### src/rtl/pa_cache_pkg.sv
package pa_cache_pkg;
  typedef enum logic [1:0] {
    KIND_NONE = 2'd0,
    KIND_FAST = 2'd1,
    KIND_SLOW = 2'd2,
    KIND_MISS = 2'd3
  } hit_kind_e;

  typedef enum logic [1:0] {
    ST_IDLE = 2'd0,
    ST_ALT  = 2'd1,
    ST_FILL = 2'd2
  } probe_state_e;
endpackage

### src/rtl/pa_way_store.sv
module pa_way_store #(
  parameter int IDX_W  = 4,
  parameter int TAG_W  = 8,
  parameter int DATA_W = 16
) (
  input  logic              clk_i,
  input  logic              rst_ni,
  input  logic [IDX_W-1:0]  rd_idx_i,
  output logic              rd_valid_o,
  output logic [TAG_W-1:0]  rd_tag_o,
  output logic [DATA_W-1:0] rd_data_o,
  input  logic              wr_en_i,
  input  logic [IDX_W-1:0]  wr_idx_i,
  input  logic [TAG_W-1:0]  wr_tag_i,
  input  logic [DATA_W-1:0] wr_data_i
);
  localparam int SETS = 1 << IDX_W;

  logic [SETS-1:0]   valid_q;
  logic [TAG_W-1:0]  tag_q  [SETS];
  logic [DATA_W-1:0] data_q [SETS];

  always_ff @(posedge clk_i or negedge rst_ni) begin
    if (!rst_ni) valid_q <= '0;
    else if (wr_en_i) valid_q[wr_idx_i] <= 1'b1;
  end

  always_ff @(posedge clk_i) begin
    if (wr_en_i) begin
      tag_q[wr_idx_i]  <= wr_tag_i;
      data_q[wr_idx_i] <= wr_data_i;
    end
  end

  assign rd_valid_o = valid_q[rd_idx_i];
  assign rd_tag_o   = tag_q[rd_idx_i];
  assign rd_data_o  = data_q[rd_idx_i];
endmodule

### src/rtl/pa_pred_table.sv
module pa_pred_table #(
  parameter int IDX_W = 4
) (
  input  logic             clk_i,
  input  logic             rst_ni,
  input  logic [IDX_W-1:0] rd_idx_i,
  output logic             rd_bit_o,
  input  logic             set_en_i,
  input  logic [IDX_W-1:0] set_idx_i,
  input  logic             set_val_i
);
  localparam int SETS = 1 << IDX_W;

  logic [SETS-1:0] bits_q;

  always_ff @(posedge clk_i or negedge rst_ni) begin
    if (!rst_ni) bits_q <= '0;
    else if (set_en_i) bits_q[set_idx_i] <= set_val_i;
  end

  assign rd_bit_o = bits_q[rd_idx_i];

  // every update moves the bit to the other half
  a_r6_pred_moves: assert property (@(posedge clk_i) disable iff (!rst_ni)
    set_en_i |-> set_val_i != bits_q[set_idx_i]);
endmodule

### src/rtl/pa_probe_ctrl.sv
module pa_probe_ctrl
  import pa_cache_pkg::*;
(
  input  logic         clk_i,
  input  logic         rst_ni,
  input  logic         req_valid_i,
  input  logic         hit_pred_i,
  input  logic         hit_alt_i,
  input  logic         mem_valid_i,
  output probe_state_e state_o,
  output logic         ready_o,
  output logic         capture_o,
  output logic         mem_req_o,
  output logic         rsp_load_o,
  output logic         fill_o,
  output logic         pred_upd_o,
  output logic         rsp_valid_o,
  output hit_kind_e    rsp_kind_o
);
  probe_state_e state_q, state_d;
  hit_kind_e    kind_d, kind_q;
  logic         rsp_valid_q;

  always_comb begin
    state_d    = state_q;
    kind_d     = KIND_NONE;
    rsp_load_o = 1'b0;
    fill_o     = 1'b0;
    pred_upd_o = 1'b0;
    capture_o  = 1'b0;
    unique case (state_q)
      ST_IDLE: if (req_valid_i) begin
        capture_o = 1'b1;
        if (hit_pred_i) begin
          rsp_load_o = 1'b1;
          kind_d     = KIND_FAST;
        end else begin
          state_d = ST_ALT;
        end
      end
      ST_ALT: begin
        if (hit_alt_i) begin
          rsp_load_o = 1'b1;
          kind_d     = KIND_SLOW;
          pred_upd_o = 1'b1;
          state_d    = ST_IDLE;
        end else begin
          state_d = ST_FILL;
        end
      end
      ST_FILL: if (mem_valid_i) begin
        rsp_load_o = 1'b1;
        kind_d     = KIND_MISS;
        fill_o     = 1'b1;
        pred_upd_o = 1'b1;
        state_d    = ST_IDLE;
      end
      default: state_d = ST_IDLE;
    endcase
  end

  always_ff @(posedge clk_i or negedge rst_ni) begin
    if (!rst_ni) begin
      state_q     <= ST_IDLE;
      rsp_valid_q <= 1'b0;
      kind_q      <= KIND_NONE;
    end else begin
      state_q     <= state_d;
      rsp_valid_q <= rsp_load_o;
      kind_q      <= kind_d;
    end
  end

  assign state_o     = state_q;
  assign ready_o     = (state_q == ST_IDLE);
  assign mem_req_o   = (state_q == ST_FILL);
  assign rsp_valid_o = rsp_valid_q;
  assign rsp_kind_o  = kind_q;

  a_r2_fast_follows_accept: assert property (@(posedge clk_i) disable iff (!rst_ni)
    (rsp_valid_o && rsp_kind_o == KIND_FAST) |-> $past(req_valid_i && ready_o));

  a_r3_slow_follows_alt: assert property (@(posedge clk_i) disable iff (!rst_ni)
    (rsp_valid_o && rsp_kind_o == KIND_SLOW) |-> $past(state_q == ST_ALT));

  a_r5_miss_follows_beat: assert property (@(posedge clk_i) disable iff (!rst_ni)
    (rsp_valid_o && rsp_kind_o == KIND_MISS) |-> $past(mem_valid_i && mem_req_o));

  a_r5_req_held: assert property (@(posedge clk_i) disable iff (!rst_ni)
    (mem_req_o && !mem_valid_i) |=> mem_req_o);

  a_r2_kind_known: assert property (@(posedge clk_i) disable iff (!rst_ni)
    rsp_valid_o |-> rsp_kind_o != KIND_NONE);

  a_r7_no_accept_busy: assert property (@(posedge clk_i) disable iff (!rst_ni)
    (state_q != ST_IDLE) |=> !$past(capture_o));
endmodule

### src/rtl/pa_cache.sv
module pa_cache
  import pa_cache_pkg::*;
#(
  parameter int ADDR_W = 12,
  parameter int DATA_W = 16,
  parameter int IDX_W  = 4
) (
  input  logic              clk_i,
  input  logic              rst_ni,
  input  logic              req_valid_i,
  input  logic [ADDR_W-1:0] req_addr_i,
  output logic              req_ready_o,
  output logic              rsp_valid_o,
  output logic [DATA_W-1:0] rsp_data_o,
  output logic [1:0]        rsp_kind_o,
  output logic              mem_req_o,
  output logic [ADDR_W-1:0] mem_addr_o,
  input  logic              mem_valid_i,
  input  logic [DATA_W-1:0] mem_data_i
);
  localparam int TAG_W = ADDR_W - IDX_W;

  probe_state_e state;
  hit_kind_e    kind;
  logic capture, rsp_load, fill, pred_upd, pred_bit, alt_half;
  logic hit_pred, hit_alt;
  logic [ADDR_W-1:0] addr_q, cur_addr;
  logic [IDX_W-1:0]  cur_idx;
  logic [TAG_W-1:0]  cur_tag;
  logic [DATA_W-1:0] rsp_data_q, data_sel;

  logic [1:0]        way_valid, way_hit;
  logic [TAG_W-1:0]  way_tag  [2];
  logic [DATA_W-1:0] way_data [2];

  assign cur_addr = (state == ST_IDLE) ? req_addr_i : addr_q;
  assign cur_idx  = cur_addr[IDX_W-1:0];
  assign cur_tag  = cur_addr[ADDR_W-1:IDX_W];
  assign alt_half = ~pred_bit;

  for (genvar h = 0; h < 2; h++) begin : g_half
    pa_way_store #(.IDX_W(IDX_W), .TAG_W(TAG_W), .DATA_W(DATA_W)) u_way (
      .clk_i     (clk_i),
      .rst_ni    (rst_ni),
      .rd_idx_i  (cur_idx),
      .rd_valid_o(way_valid[h]),
      .rd_tag_o  (way_tag[h]),
      .rd_data_o (way_data[h]),
      .wr_en_i   (fill && (alt_half == 1'(h))),
      .wr_idx_i  (cur_idx),
      .wr_tag_i  (cur_tag),
      .wr_data_i (mem_data_i)
    );
    assign way_hit[h] = way_valid[h] && (way_tag[h] == cur_tag);
  end

  assign hit_pred = way_hit[pred_bit];
  assign hit_alt  = way_hit[alt_half];

  pa_pred_table #(.IDX_W(IDX_W)) u_pred (
    .clk_i    (clk_i),
    .rst_ni   (rst_ni),
    .rd_idx_i (cur_idx),
    .rd_bit_o (pred_bit),
    .set_en_i (pred_upd),
    .set_idx_i(cur_idx),
    .set_val_i(alt_half)
  );

  pa_probe_ctrl u_ctrl (
    .clk_i      (clk_i),
    .rst_ni     (rst_ni),
    .req_valid_i(req_valid_i),
    .hit_pred_i (hit_pred),
    .hit_alt_i  (hit_alt),
    .mem_valid_i(mem_valid_i),
    .state_o    (state),
    .ready_o    (req_ready_o),
    .capture_o  (capture),
    .mem_req_o  (mem_req_o),
    .rsp_load_o (rsp_load),
    .fill_o     (fill),
    .pred_upd_o (pred_upd),
    .rsp_valid_o(rsp_valid_o),
    .rsp_kind_o (kind)
  );

  always_comb begin
    unique case (state)
      ST_ALT:  data_sel = way_data[alt_half];
      ST_FILL: data_sel = mem_data_i;
      default: data_sel = way_data[pred_bit];
    endcase
  end

  always_ff @(posedge clk_i or negedge rst_ni) begin
    if (!rst_ni) begin
      addr_q     <= '0;
      rsp_data_q <= '0;
    end else begin
      if (capture)  addr_q     <= req_addr_i;
      if (rsp_load) rsp_data_q <= data_sel;
    end
  end

  assign rsp_data_o = rsp_data_q;
  assign rsp_kind_o = kind;
  assign mem_addr_o = addr_q;

  a_r5_addr_stable: assert property (@(posedge clk_i) disable iff (!rst_ni)
    (mem_req_o && !mem_valid_i) |=> $stable(mem_addr_o));

  a_r6_one_half_hits: assert property (@(posedge clk_i) disable iff (!rst_ni)
    !(way_hit[0] && way_hit[1]));
endmodule

### config.mk
export PLATFORM = sky130hd
export DESIGN_NAME = pa_cache
export DESIGN_NICKNAME = d
export VERILOG_FILES = /design/src/rtl/pa_cache_pkg.sv /design/src/rtl/pa_way_store.sv /design/src/rtl/pa_pred_table.sv /design/src/rtl/pa_probe_ctrl.sv /design/src/rtl/pa_cache.sv
export SDC_FILE = /design/constraint.sdc
export NUM_CORES = 1
export LEC_CHECK = 0
export CAP_MARGIN = 20
export CORE_MARGIN = 2
export CORE_UTILIZATION = 55
export DETAILED_ROUTE_END_ITERATION = 10
export HOLD_SLACK_MARGIN = 0.05
export MAX_ROUTING_LAYER = met4
export PLACE_DENSITY = 0.7
export SKIP_CTS_REPAIR_TIMING = 1
export SYNTH_ARGS = -nofsm -noshare
export SYNTH_HDL_FRONTEND = slang
export SYNTH_SLANG_ARGS = --single-unit
### constraint.sdc
create_clock -name clk_i -period 10.8 [get_ports clk_i]
set_input_delay 1.62 -clock clk_i [delete_from_list [all_inputs] [get_ports clk_i]]
set_output_delay 1.62 -clock clk_i [all_outputs]
set_load 0.005 [all_outputs]
* Word-level counts from Yosys, hierarchy flattened
Memory sizes are Yosys's and may differ from the RTL's.
Cells that the tools add are included.
** Word-level totals
- Bits of input ports :: 32
- Output and inout bits :: 33
- Bits in latches :: 0
- Register bits after elaboration :: 81
- Memories kept :: 4
- Bits in writable memories :: 768
- Logic and storage cells :: 81
- ROM bits :: 0
** Operators by class
- $add $sub $neg :: 0
- Reduce and logical (&&, ||, !) cells :: 7
- Equality and inequality tests :: 7
- Shift-type cells :: 0
- Magnitude comparators :: 6
- Muxes and demuxes :: 44
- Multipliers :: 0
- Bitwise logic cells :: 5
- Divide/modulo/power cells :: 0
** Memories
- g_half[0].u_way.data_q :: words 16, bits a word 16, read ports 1, clocked after Yosys merged registers in 0, wr ports 1, line pa_way_store.sv:21 : logic [DATA_W-1:0] data_q [SETS];
- g_half[1].u_way.data_q :: words 16, bits a word 16, read ports 1, clocked after Yosys merged registers in 0, wr ports 1, line pa_way_store.sv:21
- g_half[0].u_way.tag_q :: words 16, bits a word 8, read ports 1, clocked after Yosys merged registers in 0, wr ports 1, line pa_way_store.sv:20 : logic [TAG_W-1:0] tag_q [SETS];
- g_half[1].u_way.tag_q :: words 16, bits a word 8, read ports 1, clocked after Yosys merged registers in 0, wr ports 1, line pa_way_store.sv:20
** Operators with widths (number)
- $mux 16 :: 6
- $or 16x16->16 :: 2
- $pmux 16 s2 :: 1
- $mux 1 :: 20
- $bwmux 16 :: 1
- $eq 8x8->1 :: 2
- $mux 2 :: 7
- $bmux 1 s4 :: 3
- $mux 12 :: 1
- $pmux 2 s3 :: 2
- $logic_and 1x1->1 :: 5
- $lt 4x5->1 const B :: 1
- $demux 1 s4 :: 1
- $ge 2x2->1 const B :: 2
- $ge 4x1->1 const B :: 1
- $lt 1x2->1 const B :: 2
- $ne 2x2->1 const B :: 2
- $not 1->2 :: 2
- $pmux 1 s3 :: 1
- $reduce_and 3->1 :: 1
- $eq 2x1->1 const B :: 1
- $eq 2x2->1 const B :: 1
- $logic_not 2->1 :: 1
- $ne 2x1->1 const B :: 1
- 2 further kinds :: 2

* Logic depth before layout (Yosys ltp)
Gate-level depths: netlist of the first run.
- Depth after elaboration :: 10
- Mapped depth :: 17

* Cells and area by module
A second synthesis of the first run with hierarchy kept.
** Unflattened totals
- Cell total of the unflattened synthesis :: 1603
- Area, all modules :: 33433.3 sq um
** Modules (own cells, without submodules)
- pa_way_store :: instances 2, area an instance 15070.7 sq um, cells an instance 651
- pa_cache :: instances 1, area an instance 2157.1 sq um, cells an instance 209
- pa_pred_table :: instances 1, area an instance 855.8 sq um, cells an instance 65
- pa_probe_ctrl :: instances 1, area an instance 279.0 sq um, cells an instance 27

* Least setup slack after synthesis of the first run
Ideal clock, no wire load.
- Path kind :: input to register
- From :: input port req_addr_i[0]
- To :: memory g_half[1].u_way.data_q[0][0], enable pin
- Cell stages on the path :: 10
- Library setup time :: 0.406 ns
- Data arrival time :: 4.962 ns
- Buffers on the path :: 4
- Required time :: 10.394 ns
- Slack :: 5.433 ns
- Path through :: buf_2 mux2i_2 mux4_2 a22oi_1 and2_1 buf_2 clkbuf_1 clkbuf_1 nand3_1 nor2_1
** On the way
- Word-level cells in the longest chain between the ends :: 7
** RTL lines
- start: declaration :: line pa_cache.sv:11 : input logic [ADDR_W-1:0] req_addr_i,
- $mux 12 (*) :: line pa_cache.sv:36 : assign cur_addr = (state == ST_IDLE) ? req_addr_i : addr_q;
- $bmux 1 s4 :: line pa_pred_table.sv:21 : assign rd_bit_o = bits_q[rd_idx_i];
- $mux 1 (not written as such) :: line pa_pred_table.sv:21
- $not 1->1 :: line pa_cache.sv:39 : assign alt_half = ~pred_bit;
- $logic_and 1x1->1 :: line pa_cache.sv:49 : .wr_en_i (fill && (alt_half == 1'(h))),
- $mux 1 :: line pa_way_store.sv:29 : if (wr_en_i) begin
- $mux 1 (not written as such) :: line pa_way_store.sv:31 : data_q[wr_idx_i] <= wr_data_i;
- end: declaration :: line pa_way_store.sv:21
Every way passes the cells marked *; elsewhere a longest branch is shown, timed or not. The select of a mux whose other input is x is not followed.

* Worst setup path after layout of the first run
- From :: input port req_addr_i[1]
- To :: memory g_half[1].u_way.tag_q[12][2], enable pin
** On the way
- Word-level cells in the longest chain between the ends :: 7
** RTL lines
- $mux 12 (*) :: line pa_cache.sv:36
- $bmux 1 s4 :: line pa_pred_table.sv:21
- $mux 1 (not written as such) :: line pa_pred_table.sv:21
- $not 1->1 :: line pa_cache.sv:39
- $logic_and 1x1->1 :: line pa_cache.sv:49
- $mux 1 :: line pa_way_store.sv:29
- $mux 1 (not written as such) :: line pa_way_store.sv:30 : tag_q[wr_idx_i] <= wr_tag_i;
- end: declaration :: line pa_way_store.sv:20
Marks and branches as above.

==> results.toml, run 1 <==
[outcome]
outcome = "completed"

[synthesis]
synth_ff_type = "edfxtp_1"
avgSynthCellArea_um2 = 17.99
synth_cell_types = 60
synth_edf_count = 768
async_flop_share_pct = 9.541
ys_seq_area_share_pct = 72.79
ys_ff_latch = 849
syn_area_mm2 = 0.03447
syn-num-nets = 1952
yosys_warnings = 0
synth_cells = 1916

[global_route]
grt_pass1_wl_mm = 134.3
grt_max_degree = 62
grt_use_total_pct = 30.04
grt.overflow.total = 0
grt_pass1_vias = 19680
antenna_found_initial = 0

[timing]
period_needed_ps = 6186
fin_skew_ps = 31.14
setup_tns_ps = 0
slew_violations = 0
slew_headroom_pct = 27.19
fin_crit_sh_pct = 57.28
hold_viol = 0
grt_setup_unrepaired = "no"
tightest_slew_ps = 1090
setup_viol = 0
fmax_mhz = 161.7

[power_and_ir_drop]
clock_power_share_pct = 28.0
seqPwrFrac_pct = 37.2
peakVddDrop_mv = 0.1883
p_leak_nw = 12.94
p_sw_mw = 3.640
intPower_mw = 7.145
combPwrFrac_pct = 34.9
power.density_mw_per_mm2 = 275.6
p_sw_share_pct = 33.75

[cells_and_area]
final_area_mm2 = 0.03913
final_common_cell = "edfxtp_1"
area_delta_synth_final_pct = 13.53
layout.nets = 2044
nFillCells = 4249
drive_gt1_share_pct = 22.92
final_cell_mix = "edfxtp_1 (768), mux4_2 (136), a21oi_1 (123)"

[floorplan]
die_area_mm2 = 0.06469
core_mm2 = 0.06183
start_util_pct = 55.75
die_width_um = 254.3
die_h_um = 254.3
row_count = 91
io_pins = 65

[drt]
drtIter0Drc = 2794
vias = 19620
drc = 0
finalWirelength_mm = 92.40
ant_nets = 0
dr.pass1.iters = 6
routedWlPerCell_um = 31.70
vias_per_cell = 6.730

[cts]
cts_buffers = 85
cts_root_buf = "clkbuf_16"
clock_path_buffers = 3
cts_tree = "built"
worst_skew_pair.late_latency_ps = 640
clock-sinks = 849
cts.reportedPaths.clkPinSlew_ps = 60
h-tree-depth = 3

[flow_run]
maxCapViolations = 0

[place]
routabilityCongestion = 0.8306
placed_area_mm2 = 0.03614
dpl.hpwl_mm = 50.03
port_buffers = 64

[setup_path]
worstRegToRegCells = 11
crit_path_cell_trace = "clkdlybuf4s50_1, mux2_8, buf_4, mux4_2, a22oi_1, and2_2, nand3_1, nor2_4, buf_4"
r2r_end = "g_half[1].u_way.tag_q[12][2]"
cpPeakStageDelay_ps = 770
ff2ff_setup_slack_ps = 4990
required_ps = 11090
crit_slowest_cell = "buf_4"
cp_top_family = "buffers and inverters"
crit_path_frequent_cell = "buf_4"
r2r-start = "u_ctrl.state_o[0]"
arrival_ps = 6480
crit_path_end_kind = "flop"
critPathKind = "primary input to flop"
worst-path-buf-inv = 3
start_kind = "primary input"
cp_max_fo = 61

[worst_hold_path]
holdPathStages = 1
holdPathEnd = "g_half[1].u_way.valid_q[9]"
hp-start = "g_half[1].u_way.valid_q[9]"
min_path_type = "flop to flop"
## cells in the mapped netlist, types with 4 or more instances
master    number  share of area [%]
or3_1          4              0.073
buf_1          6              0.065
mux2_4        10               0.44
inv_1          8              0.087
mux2_2        39                1.3
a22oi_1       82                1.8
o22ai_1       10               0.18
or3b_1         5               0.13
and2_1         9               0.16
clkbuf_1      50               0.54
o21ai_0        5              0.073
nand4_1       12               0.22
buf_6         16               0.52
mux4_2       136                8.9
buf_4         17               0.37
o41ai_1       16               0.41
ha_1           4               0.15
a31oi_1       34               0.62
a21oi_1      123                1.8
nand3_1       33               0.48
nor4_1         7               0.13
nor2_1        58               0.63
a41oi_1       17               0.43
or2_2         32               0.58
edfxtp_1     768                 67
xnor2_1       12               0.30
and3_1        35               0.64
dfrtp_1       81                5.9
a21o_1        94                2.0
a32oi_1       10               0.25
buf_2         33               0.48
mux2i_1       34               0.99
nand2_1       70               0.76
## final cells by class
cell class / instances / area, um^2 / area share (%)
Multi-Input combinational cell: 933 / 8870 / 22.67
Clock buffer: 108 / 2370 / 6.056
Clock inverter: 48 / 501.7 / 1.282
Antenna cell: 1 / 2.502 / 0.006395
Sequential cell: 849 / 25090 / 64.12
Timing Repair Buffer: 131 / 1221 / 3.121
Inverter: 8 / 30.03 / 0.07674
Tap cell: 837 / 1047 / 2.676
## cell families (layout without fill, tap and decap cells)
family          count (synthesis)  count (layout)  synth area share [%]
fa+ha+maj                       4               4                0.1452
simple gates                  288             288                 4.505
xor+xnor                       14              14                0.3993
flops                         849             849                 72.79
buf+inv                       134             295                 2.287
compound gates                405             405                 8.106
mux                           222             222                 11.77
other cells                     0               1                     0
## flip-flops by register name, indices dropped and copies added (netlist names)
| name | cells |
|---|---|
| g_half.u_way.data_q | 512 |
| g_half.u_way.tag_q | 256 |
| g_half.u_way.valid_q | 32 |
| mem_addr_o | 12 |
| rsp_data_o | 16 |
| u_ctrl.rsp_kind_o | 2 |
| u_ctrl.rsp_valid_o | 1 |
| u_ctrl.state_o | 2 |
| u_pred.bits_q | 16 |
## per-stage QoR
| stage | util, % | setup slack, ps | instances | hold WS (ps) | power, mW |
|---|---|---|---|---|---|
| detailed placement | 58.45 | 4041 | 2753 | 451.2 | 7.749 |
| finish | 63.29 | 4614 | 2915 | 468.5 | 10.79 |
| floorplan | - | 5433 | 1916 | 439.4 | 6.598 |
| CTS | 63.10 | 4694 | 2909 | 470.7 | 10.74 |
| global route | 63.29 | 4376 | 2914 | 476.6 | 11.17 |
| global placement | 58.45 | 4038 | 2753 | 451.9 | 7.691 |
## routing by layer
layer  wire length, um  part of all wire (%)  GRT usage (%)
met4              3684                   4.0          11.76
met2             43970                    48          45.99
met5                 0                     0              -
met3              9213                    10          5.685
met1             35530                    38          40.41
## how the worst max path moves through the flow
stage | from | to | slack (ps) | depth (start not counted)
after detailed placement | req_addr_i[1] | rsp_data_o[4] | 4040 | 11
after global placement | req_addr_i[1] | rsp_data_o[0] | 4040 | 11
after CTS | req_addr_i[1] | g_half[1].u_way.tag_q[12][2] | 4690 | 9
final | req_addr_i[1] | g_half[1].u_way.tag_q[12][2] | 4610 | 9
after global routing | req_addr_i[1] | rsp_data_o[1] | 4380 | 11
after floorplan | req_addr_i[0] | g_half[1].u_way.data_q[0][0] | 5430 | 10
## power groups by stage
| stage | registers [mW] | logic [mW] | clock network [mW] |
|---|---|---|---|
| 6_report | 4.01 | 3.76 | 3.02 |
| 5_1_grt | 4.02 | 3.97 | 3.17 |
| 4_1_cts | 4.01 | 3.69 | 3.04 |
| 3_5_place_dp | 4.08 | 3.67 | 0 |
| 3_3_place_gp | 4.07 | 3.62 | 0 |
| 2_1_floorplan | 4.03 | 2.56 | 0 |
Power figures use the tool's default switching activity.
==> inputs of run 2 (changes only) <==
--- a/config.mk
+++ b/config.mk
@@ -11,7 +11,7 @@
 export DETAILED_ROUTE_END_ITERATION = 10
 export HOLD_SLACK_MARGIN = 0.05
 export MAX_ROUTING_LAYER = met4
-export PLACE_DENSITY = 0.7
+export PLACE_DENSITY = 0.72
 export SKIP_CTS_REPAIR_TIMING = 1
 export SYNTH_ARGS = -nofsm -noshare
 export SYNTH_HDL_FRONTEND = slang
==> constraint.sdc (replaced) <==
create_clock -name clk_i -period 5.65 [get_ports clk_i]
set_input_delay 0.8475 -clock clk_i [delete_from_list [all_inputs] [get_ports clk_i]]
set_output_delay 0.8475 -clock clk_i [all_outputs]
set_load 0.005 [all_outputs]
==> results.toml, run 2 (synthesized netlist as in run 1, its figures left out) <==
[cts]
clock_path_buffers = 3
cts.reportedPaths.clkPinSlew_ps = 60
cts_buffers = 83
cts_root_buf = "clkbuf_16"
h-tree-depth = 3
cts_tree = "built"
clock-sinks = 849
worst_skew_pair.late_latency_ps = 650

[timing]
setup_tns_ps = 0
grt_setup_unrepaired = "no"
slew_headroom_pct = 23.38
period_needed_ps = 4731
fin_crit_sh_pct = 83.74
hold_viol = 0
tightest_slew_ps = 1149
setup_viol = 0
slew_violations = 0
fin_skew_ps = 24.86
fmax_mhz = 211.4

[cells_and_area]
largestRegisters = "g_half.u_way.data_q x512, g_half.u_way.tag_q x256, g_half.u_way.valid_q x32"
area_delta_synth_final_pct = 14.20
layout.nets = 2067
drive_gt1_share_pct = 23.46
largest_register_ffs = 512
num_antenna_cells = 0
final_common_cell = "edfxtp_1"
largest-register = "g_half.u_way.data_q"
final_cell_mix = "edfxtp_1 (768), mux4_2 (136), a21oi_1 (123)"

[global_route]
grt_use_total_pct = 29.95
grt_pass1_vias = 19520
grt_max_degree = 68
antenna_found_initial = 0
grt.overflow.total = 0
grt_pass1_wl_mm = 133.6

[place]
dpl.hpwl_mm = 52.08
routabilityCongestion = 0.9132
port_buffers = 64

[power_and_ir_drop]
combPwrFrac_pct = 35.9
seqPwrFrac_pct = 37.6
intPower_mw = 13.42
power.total_mw = 20.37
clock_power_share_pct = 26.5
power.density_mw_per_mm2 = 517.6
p_sw_mw = 6.954
peakVddDrop_mv = 0.4075
p_leak_nw = 13.02
p_sw_share_pct = 34.13

[drt]
vias_per_cell = 6.708
drtIter0Drc = 2730
ant_nets = 0
routedWlPerCell_um = 31.45
vias = 19680
drc = 0
finalWirelength_mm = 92.26
dr.pass1.iters = 6

[floorplan]
die_width_um = 254.3
die_h_um = 254.3
io_pins = 65
die_area_mm2 = 0.06469
start_util_pct = 55.75
row_count = 91
core_mm2 = 0.06183

[setup_path]
crit_slowest_cell = "or3b_1"
r2r_end = "rsp_data_o[3]"
crit_path_cell_trace = "inv_1, ha_2, or3b_1, buf_12, a21oi_1, o41ai_1, nand4_1, xnor2_1, nand3_1, nor2_1, a22oi_4, a21oi_4, buf_12, mux2_2"
cp_max_fo = 23
arrival_ps = 5260
worst-path-buf-inv = 3
start_kind = "flop"
worstRegToRegCells = 14
crit_path_frequent_cell = "buf_12"
ff2ff_setup_slack_ps = 920
crit_path_end_kind = "flop"
cp_top_family = "simple AND/OR/NAND/NOR gates"
required_ps = 6180
r2r-start = "u_ctrl.state_o[1]"
critPathKind = "flop to flop"
cpPeakStageDelay_ps = 930

[flow_run]
maxCapViolations = 0

[outcome]
outcome = "completed"

[worst_hold_path]
min_path_type = "primary input to asynchronous set/reset pin"
## run 2: layer usage
layer | up-vias | global-route usage [%] | part of all wire [%] | routed length (um)
met1 | 10160 | 39.81 | 38 | 34870
met4 | 0 | 10.71 | 3.6 | 3308
met3 | 213 | 6.348 | 10 | 9662
li1 | 8028 | - | - | -
met2 | 1279 | 46.31 | 48 | 44420
met5 | - | - | 0 | 0
## run 2: stage by stage
step / instances / area, um^2 / setup slack (ps) / util (%) / hold WS [ps]
detailed placement: 2777 / 36580 / 583.5 / 59.17 / 451.8
CTS: 2928 / 39230 / 972.9 / 63.44 / 118.1
floorplan: 1916 / 34470 / 1055 / - / 439.4
global placement: 2776 / 36560 / 640.3 / 59.14 / 451.3
global route: 2934 / 39360 / 659.3 / 63.67 / 146.9
finish: 2934 / 39360 / 918.6 / 63.67 / 128.3
## run 2: area by class of cell
type	instances	area, um^2
Clock buffer	110	2302
Clock inverter	41	340.3
Fill cell	4183	22460
Inverter	8	30.03
Multi-Input combinational cell	933	8870
Sequential cell	849	25090
Tap cell	837	1047
Timing Repair Buffer	156	1684
## run 2: power by group through the flow
stage	sequential, mW	combinational (mW)	clock, mW
after floorplan	7.71	4.90	0
after global placement	7.77	7.07	0
after detailed placement	7.78	7.15	0
after CTS	7.65	7.21	5.44
after global routing	7.68	7.74	5.67
final	7.66	7.32	5.40
## run 2: worst max-delay path by stage
stage / from / end / cells after the start
after global routing: u_ctrl.state_o[0] / rsp_data_o[15] / 14
final: u_ctrl.state_o[1] / rsp_data_o[3] / 14
after detailed placement: req_addr_i[0] / g_half[1].u_way.tag_q[8][5] / 8
after floorplan: req_addr_i[0] / g_half[1].u_way.data_q[0][0] / 10
after global placement: req_addr_i[0] / rsp_data_o[0] / 13
after CTS: u_ctrl.state_o[1] / g_half[0].u_way.data_q[7][7] / 10
